$ cat config.mk
export PLATFORM = sky130hd
export DESIGN_NAME = sig_rx_keepalive
export DESIGN_NICKNAME = d
export VERILOG_FILES = /design/src/rtl/sig_rx_keepalive.sv
export SDC_FILE = /design/constraint.sdc
export NUM_CORES = 1
export LEC_CHECK = 0
export ABC_CLOCK_PERIOD_IN_PS = 3800
export BUFFER_PORTS_ARGS = -buffer_cell sky130_fd_sc_hd__buf_2
export CORE_MARGIN = 4
export CORE_UTILIZATION = 25
export DETAILED_ROUTE_END_ITERATION = 12
export SYNTH_ARGS = -nofsm -noshare
export SYNTH_HDL_FRONTEND = slang
export SYNTH_SLANG_ARGS = --single-unit
$ cat constraint.sdc
create_clock -name clk -period 3.8 [get_ports clk]
set_input_delay 0.76 -clock clk [delete_from_list [all_inputs] [get_ports clk]]
set_output_delay 0.76 -clock clk [all_outputs]
set_load 0.005 [all_outputs]
$ cat src/rtl/sig_rx_keepalive.sv
module sig_rx_keepalive #(
  parameter int TICK_DIV     = 48,
  parameter int FAULT_CYCLES = 252518,
  parameter int SEQ_BIT      = 7
) (
  input  logic       clk,
  input  logic       rst_n,
  input  logic       line_in,
  input  logic       rd_strobe,
  output logic [7:0] rx_byte,
  output logic       rx_valid,
  output logic       par_err,
  output logic       seq_err,
  output logic       link_fault
);

  localparam int TW = (TICK_DIV > 1) ? $clog2(TICK_DIV) : 1;
  localparam int FW = $clog2(FAULT_CYCLES + 1);

  typedef enum logic [2:0] {S_IDLE, S_START, S_DATA, S_PAR, S_STOP} rx_state_t;

  rx_state_t     state;
  logic [1:0]    sync_q;
  logic [TW-1:0] div_cnt;
  logic [3:0]    ph_cnt;
  logic [2:0]    bit_cnt;
  logic [7:0]    shreg;
  logic          pbit;
  logic          framed;
  logic          seq_known;
  logic          last_seq;
  logic [FW-1:0] wd_cnt;

  wire line   = sync_q[1];
  wire tick   = (div_cnt == TW'(TICK_DIV - 1));
  wire par_ok = (pbit == ^shreg);
  wire seq_ok = !seq_known || (shreg[SEQ_BIT] != last_seq);
  wire accept = framed && par_ok && seq_ok;
  wire wd_exp = !framed && (wd_cnt == FW'(FAULT_CYCLES - 1));

  always_ff @(posedge clk) begin
    if (!rst_n) begin
      sync_q  <= 2'b11;
      div_cnt <= '0;
    end else begin
      sync_q  <= {sync_q[0], line_in};
      div_cnt <= tick ? '0 : div_cnt + 1'b1;
    end
  end

  always_ff @(posedge clk) begin
    if (!rst_n) begin
      state   <= S_IDLE;
      ph_cnt  <= '0;
      bit_cnt <= '0;
      shreg   <= '0;
      pbit    <= 1'b0;
      framed  <= 1'b0;
    end else begin
      framed <= 1'b0;
      if (tick) begin
        unique case (state)
          S_IDLE: if (!line) begin
            state  <= S_START;
            ph_cnt <= '0;
          end
          S_START: if (ph_cnt == 4'd7) begin
            ph_cnt  <= '0;
            bit_cnt <= '0;
            state   <= line ? S_IDLE : S_DATA;
          end else ph_cnt <= ph_cnt + 1'b1;
          S_DATA: if (ph_cnt == 4'd15) begin
            ph_cnt <= '0;
            shreg  <= {line, shreg[7:1]};
            if (bit_cnt == 3'd7) state <= S_PAR;
            else bit_cnt <= bit_cnt + 1'b1;
          end else ph_cnt <= ph_cnt + 1'b1;
          S_PAR: if (ph_cnt == 4'd15) begin
            ph_cnt <= '0;
            pbit   <= line;
            state  <= S_STOP;
          end else ph_cnt <= ph_cnt + 1'b1;
          S_STOP: if (ph_cnt == 4'd15) begin
            ph_cnt <= '0;
            state  <= S_IDLE;
            framed <= line;
          end else ph_cnt <= ph_cnt + 1'b1;
          default: state <= S_IDLE;
        endcase
      end
    end
  end

  always_ff @(posedge clk) begin
    if (!rst_n) begin
      rx_byte    <= '0;
      rx_valid   <= 1'b0;
      par_err    <= 1'b0;
      seq_err    <= 1'b0;
      seq_known  <= 1'b0;
      last_seq   <= 1'b0;
      link_fault <= 1'b0;
      wd_cnt     <= '0;
    end else begin
      if (framed) begin
        par_err <= !par_ok;
        seq_err <= par_ok && !seq_ok;
      end
      if (accept) begin
        rx_byte   <= shreg;
        last_seq  <= shreg[SEQ_BIT];
        seq_known <= 1'b1;
        rx_valid  <= 1'b1;
      end else if (rd_strobe) begin
        rx_valid  <= 1'b0;
      end
      if (framed) begin
        wd_cnt     <= '0;
        link_fault <= 1'b0;
      end else if (wd_exp) begin
        link_fault <= 1'b1;
        seq_known  <= 1'b0;
      end else begin
        wd_cnt <= wd_cnt + 1'b1;
      end
    end
  end

endmodule

==> results.py, run 1 <==
metrics = {
    "global_routing": {
        "overflow": 0,
        "grt_util_all_layers_pct": 8.28,
        "grt_max_degree": 47,
        "antenna_found_initial": 0,
        "grt_pass1_wl_um": 8570,
        "grt_pass1_vias": 1898,
    },
    "logic_synthesis": {
        "yosysTopAreaCellShare_pct": 43.7,
        "synthCells": 297,
        "synth_edf_count": 0,
        "synth_cell_type_count": 49,
        "ys_top_cells_by_area": "dfxtp_1 44%, nand2_1 6.1%, mux2i_1 5.9%",
        "ys_ff_latch": 59,
        "synth_fp_nets": 307,
        "yosysWarnings": 0,
        "syn-mean-instance-area_um2": 9.10,
        "async_reset_ff_share_pct": 0,
        "syn_area_um2": 2700,
        "ys_seq_area_share_pct": 43.7,
        "synth-main-ff-cell": "dfxtp_1",
        "synth_area_leader_cell": "dfxtp_1",
    },
    "layout": {
        "nets": 324,
        "syn_to_final_growth_pct": 15.8,
        "final_common_cell": "dfxtp_1",
        "num_antenna_cells": 0,
        "mostFrequentLayoutCells": "59 x dfxtp_1, 44 x nand2_1, 27 x nor2_1, 16 x mux2i_1, 15 x buf_2",
        "fin_area_um2": 3130,
        "drive_above_1_share_pct": 12.5,
    },
    "flow_run": {
        "cap_violations": 0,
    },
    "sta": {
        "clock.fmax_ghz": 0.475,
        "fin_skew_ns": 0.0109,
        "min_period_over_period_pct": 55.5,
        "rsz0062_at_grt": "false",
        "slew-limit-headroom_pct": 50.6,
        "fin_setup_tns_ns": 0,
        "final_hold_viol_count": 0,
        "fin_crit_ns": 2.11,
        "tightestPinTransition_ns": 0.736,
        "slew_viol_final": 0,
        "final-setup-viol-count": 0,
    },
    "clock_network": {
        "cts-htree-levels": 3,
        "clkLatencyLatePin_ns": 0.34,
        "cts_buffers": 9,
        "clk_pin_slew_ns": 0.07,
        "holdBufCountCts": 0,
        "cts_resized": 0,
        "cts_num_sinks": 59,
        "clock_path_buffers": 2,
        "cts_tree": "built",
        "clockRootBuffer": "clkbuf_8",
        "cts_setup_buffers": 0,
    },
    "drt": {
        "initialDrtViolationCount": 110,
        "routed-via-count": 2020,
        "routed_via_density": 4.44,
        "wl_um": 5000,
        "drtPass1Iterations": 4,
        "drc_errors": 0,
        "wl_per_cell_um": 11.0,
        "ant_nets": 0,
    },
    "floorplan": {
        "die_height_um": 112,
        "die_w_um": 112,
        "start_util_pct": 25.9,
        "die_area_um2": 12500,
        "io_pins": 16,
        "row_count": 37,
        "core_region_area_um2": 10400,
    },
    "setup_path": {
        "crit_cells": 7,
        "path_buf_inv": 0,
        "startpoint": "bit_cnt[0]",
        "path_delay_family": "simple AND/OR/NAND/NOR gates",
        "end_kind": "flop",
        "r2r_start": "bit_cnt[0]",
        "critPathMaxStageDelay_ns": 0.46,
        "worst_ep_required_time_ns": 4.07,
        "rr_worst_depth": 7,
        "worstPathCellList": "ha_1 > ha_1 > and4bb_2 > a21oi_1 > or4_4 > or3_1 > a21boi_1",
        "rrSetupSlack_ns": 1.69,
        "cpMostUsedCell": "ha_1",
        "critPathKind": "reg -> reg",
        "startpoint_type": "flop",
        "crit_arrival_ns": 2.38,
        "slowest_stage": "or4_4",
        "cp_max_fo": 6,
    },
    "placement": {
        "place_congestion": 0.730,
        "dp.final_hpwl_um": 3430,
        "portBuffers": 15,
        "placed_area_um2": 2910,
    },
    "worst_hold_path": {
        "min_path_type": "reg -> reg",
        "hold_path_depth": 1,
        "min_from": "sync_q[0]",
    },
    "pwr": {
        "powerDensity_nw_per_um2": 412,
        "ir_drop_uv": 169,
        "power_mw": 1.29,
        "p_leak_nw": 1.21,
    },
    "outcome": {
        "status": "finished clean",
    },
}
==> routing by layer <==
layer | up-vias | GRT usage, % | wire length [um] | share of wire (%)
met5 | - | 0 | 0 | 0
met4 | 0 | 2.88 | 67 | 1.3
met3 | 9 | 3.48 | 216 | 4.3
met2 | 25 | 12.9 | 2270 | 45
met1 | 936 | 10.3 | 2450 | 49
li1 | 1050 | - | - | -
==> path summary, 6_finish.rpt <==
path / endpoint
worst min-delay path: sync_q[1]
worst min register to register: sync_q[1]
worst max-delay path: bit_cnt[1]
worst max register to register: bit_cnt[1]
==> power breakdown <==
group	total [mW]	switching [mW]	internal (mW)
logic	0.0276	0.0162	0.0113
registers	0.631	0.00584	0.625
clock network	0.630	0.243	0.388
total	1.29	0.265	1.02
==> cell usage after synthesis (5+ instances only) <==
library cell  count
inv_1             8
xnor2_1          10
nand3_1          12
a21oi_1           6
nor3_1            5
nor2b_1          13
nor2_1           27
ha_1              6
nand2_1          44
o21ai_0           9
dfxtp_1          59
mux2i_1          16
and3_1            5
xor2_1           13
nand4_1           6
clkbuf_1          5
==> logic make-up after synthesis <==
kind of cell / Yosys count / share of synthesized area [%]
buf+inv: 18 / 2.78
simple gates: 142 / 27.8
flops: 59 / 43.7
mux: 18 / 7.18
fa+ha+maj: 6 / 2.78
xor+xnor: 25 / 9.17
compound gates: 29 / 6.53
==> area by class of cell <==
| cell class | count | area (um2) |
|---|---|---|
| Clock inverter | 4 | 73.8 |
| Inverter | 8 | 30.0 |
| Clock buffer | 12 | 145 |
| Tap cell | 136 | 170 |
| Sequential cell | 59 | 1180 |
| Fill cell | 1100 | 7290 |
| Multi-Input combinational cell | 220 | 1450 |
| Timing Repair Buffer | 16 | 82.6 |
==> through the flow <==
stage	std cells	util, %	hold slack (ns)	setup slack (ns)
after floorplan	297	-	0.386	1.85
after global placement	439	27.9	0.399	1.78
after detailed placement	439	27.9	0.418	1.72
after CTS	455	30.0	0.430	1.69
after global routing	455	30.0	0.462	1.54
final	455	30.0	0.417	1.69
==> state kept, by name (all words and copies together) (netlist names) <==
signal,flops
wd_cnt,18
rx_byte,8
shreg,8
div_cnt,6
ph_cnt,4
bit_cnt,3
state,3
sync_q,2
framed,1
link_fault,1
par_err,1
pbit,1
rx_valid,1
seq_err,1
seq_known,1
Power figures use the tool's default switching activity.
==> run 2: changes to the inputs <==
--- a/config.mk
+++ b/config.mk
@@ -5,7 +5,7 @@
 export SDC_FILE = /design/constraint.sdc
 export NUM_CORES = 1
 export LEC_CHECK = 0
-export ABC_CLOCK_PERIOD_IN_PS = 3800
+export ABC_CLOCK_PERIOD_IN_PS = 1800
 export BUFFER_PORTS_ARGS = -buffer_cell sky130_fd_sc_hd__buf_2
 export CORE_MARGIN = 4
 export CORE_UTILIZATION = 25
==> constraint.sdc (replaced) <==
create_clock -name clk -period 1.8 [get_ports clk]
set_input_delay 0.36 -clock clk [delete_from_list [all_inputs] [get_ports clk]]
set_output_delay 0.36 -clock clk [all_outputs]
set_load 0.005 [all_outputs]
==> results.py, run 2 (synthesized netlist as in run 1, its figures left out) <==
metrics = {
    "outcome": {
        "status": "complete, but fails checks",
        "violations": "setup timing",
    },
    "floorplan": {
        "die_area_um2": 12500,
        "die_height_um": 112,
        "core_region_area_um2": 10400,
        "start_util_pct": 25.9,
        "die_w_um": 112,
        "row_count": 37,
        "io_pins": 16,
    },
    "drt": {
        "drc_errors": 0,
        "ant_nets": 0,
        "wl_um": 5230,
        "routed-via-count": 2124,
        "drtPass1Iterations": 6,
        "wl_per_cell_um": 11.0,
        "routed_via_density": 4.46,
        "initialDrtViolationCount": 70,
    },
    "worst_hold_path": {
        "hold_path_depth": 2,
        "min_path_type": "in -> reg",
    },
    "clock_network": {
        "clkLatencyLatePin_ns": 0.34,
        "clock_path_buffers": 2,
        "cts_buffers": 9,
        "cts-htree-levels": 3,
        "clockRootBuffer": "clkbuf_8",
        "cts_tree": "built",
        "holdBufCountCts": 0,
        "clk_pin_slew_ns": 0.08,
        "cts_num_sinks": 59,
    },
    "global_routing": {
        "grt_max_degree": 31,
        "grt_pass1_wl_um": 9340,
        "grt_util_all_layers_pct": 8.97,
        "antenna_found_initial": 0,
        "grt_pass1_vias": 2102,
        "overflow": 0,
    },
    "layout": {
        "final_common_cell": "dfxtp_1",
        "largest_reg_flops": 18,
        "top_register": "wd_cnt",
        "seq_area_um2": 1180,
        "multi_input_area_um2": 1470,
        "drive_above_1_share_pct": 20.3,
        "mostFrequentLayoutCells": "56 x dfxtp_1, 44 x nand2_1, 27 x nor2_1, 21 x buf_4, 16 x mux2i_1",
        "top_regs": "wd_cnt x18, rx_byte x8, shreg x8",
        "final_util_pct": 32.3,
        "fill_cells": 1086,
        "final_cells": 476,
        "syn_to_final_growth_pct": 24.4,
        "nets": 345,
        "num_antenna_cells": 0,
        "fin_area_um2": 3360,
    },
    "placement": {
        "place_congestion": 0.737,
        "placed_area_um2": 3100,
        "portBuffers": 15,
        "placedCellCount": 459,
        "dp.final_hpwl_um": 3680,
        "dp_slack_ns": -0.156,
    },
    "flow_run": {
        "cap_violations": 0,
    },
    "sta": {
        "fin_setup_tns_ns": -0.420,
        "rsz0062_at_grt": "true",
        "holdWs_ns": 0.202,
        "final_hold_viol_count": 0,
        "final-setup-viol-count": 3,
        "fin_skew_ns": 0.0128,
        "clock.fmax_ghz": 0.511,
        "fin_ws_ns": -0.156,
        "fin_crit_ns": 1.96,
        "slew-limit-headroom_pct": 59.9,
        "min_period_over_period_pct": 109,
        "tightestPinTransition_ns": 0.601,
        "slew_viol_final": 0,
    },
    "setup_path": {
        "crit_arrival_ns": 2.23,
        "end_kind": "flop",
        "startpoint_type": "flop",
        "critPathKind": "reg -> reg",
        "worst_ep_required_time_ns": 2.07,
        "rr_worst_depth": 7,
        "cp_max_fo": 4,
    },
    "pwr": {
        "powerDensity_nw_per_um2": 861,
        "clkPwrFrac_pct": 51.8,
        "power_frac_seq_pct": 46.0,
        "p_switching_uw": 616,
        "p_comb_share_pct": 2.2,
        "p_int_mw": 2.28,
        "ir_drop_uv": 409,
        "p_leak_nw": 1.32,
        "power_mw": 2.89,
        "swShare_pct": 21.3,
    },
}
## run 2: cell count changes in the layout (fill, tap and decap cells not counted), moves of 2 or more
cell and delta:
ha_1 -2, clkbuf_1 -2, dfxtp_2 +3, buf_4 +20, ha_4 +2, dfxtp_1 -3
## run 2: worst max-delay path, stage by stage, from the launching register on
cell	delay, ns
dfxtp_2	0.34
ha_4	0.16
ha_4	0.15
and4bb_2	0.29
a21oi_2	0.03
or4_4	0.43
or3_1	0.36
a21boi_1	0.12
## run 2: routing by layer
| metal | routed length (um) | GRT usage, % | up-vias |
|---|---|---|---|
| li1 | - | - | 1084 |
| met5 | 0 | 0 | - |
| met2 | 2470 | 14.7 | 33 |
| met1 | 2440 | 10.6 | 1005 |
| met4 | 22 | 2.40 | 0 |
| met3 | 302 | 4.18 | 2 |
## run 2: power groups by stage
stage          clock network, mW  logic, mW  registers (mW)
6_report                    1.50     0.0644            1.33
5_1_grt                     1.61     0.0734            1.33
4_1_cts                     1.54     0.0662            1.33
3_5_place_dp                   0     0.0664            1.36
3_3_place_gp                   0     0.0643            1.36
2_1_floorplan                  0     0.0447            1.36
## run 2: final timing paths
kind         startpoint          to  slack, ns
max          bit_cnt[0]  bit_cnt[0]      -0.16
min             line_in   sync_q[0]       0.20
max reg2reg  bit_cnt[0]  bit_cnt[0]      -0.16
min reg2reg   sync_q[0]   sync_q[1]       0.41
## run 2: final cells by class
type / count / area share (%)
Multi-Input combinational cell: 220 / 43.9
Sequential cell: 59 / 35.3
Inverter: 8 / 0.894
Clock buffer: 9 / 3.69
Tap cell: 136 / 5.07
Clock inverter: 7 / 3.69
Timing Repair Buffer: 37 / 7.52
## run 2: timing repair
action | 4_1_cts | 5_1_grt
setup endpoints to repair | 3 | 5
gates resized for setup | 1 | 2
buffers inserted | 0 | 1
pin swaps | 1 | 2
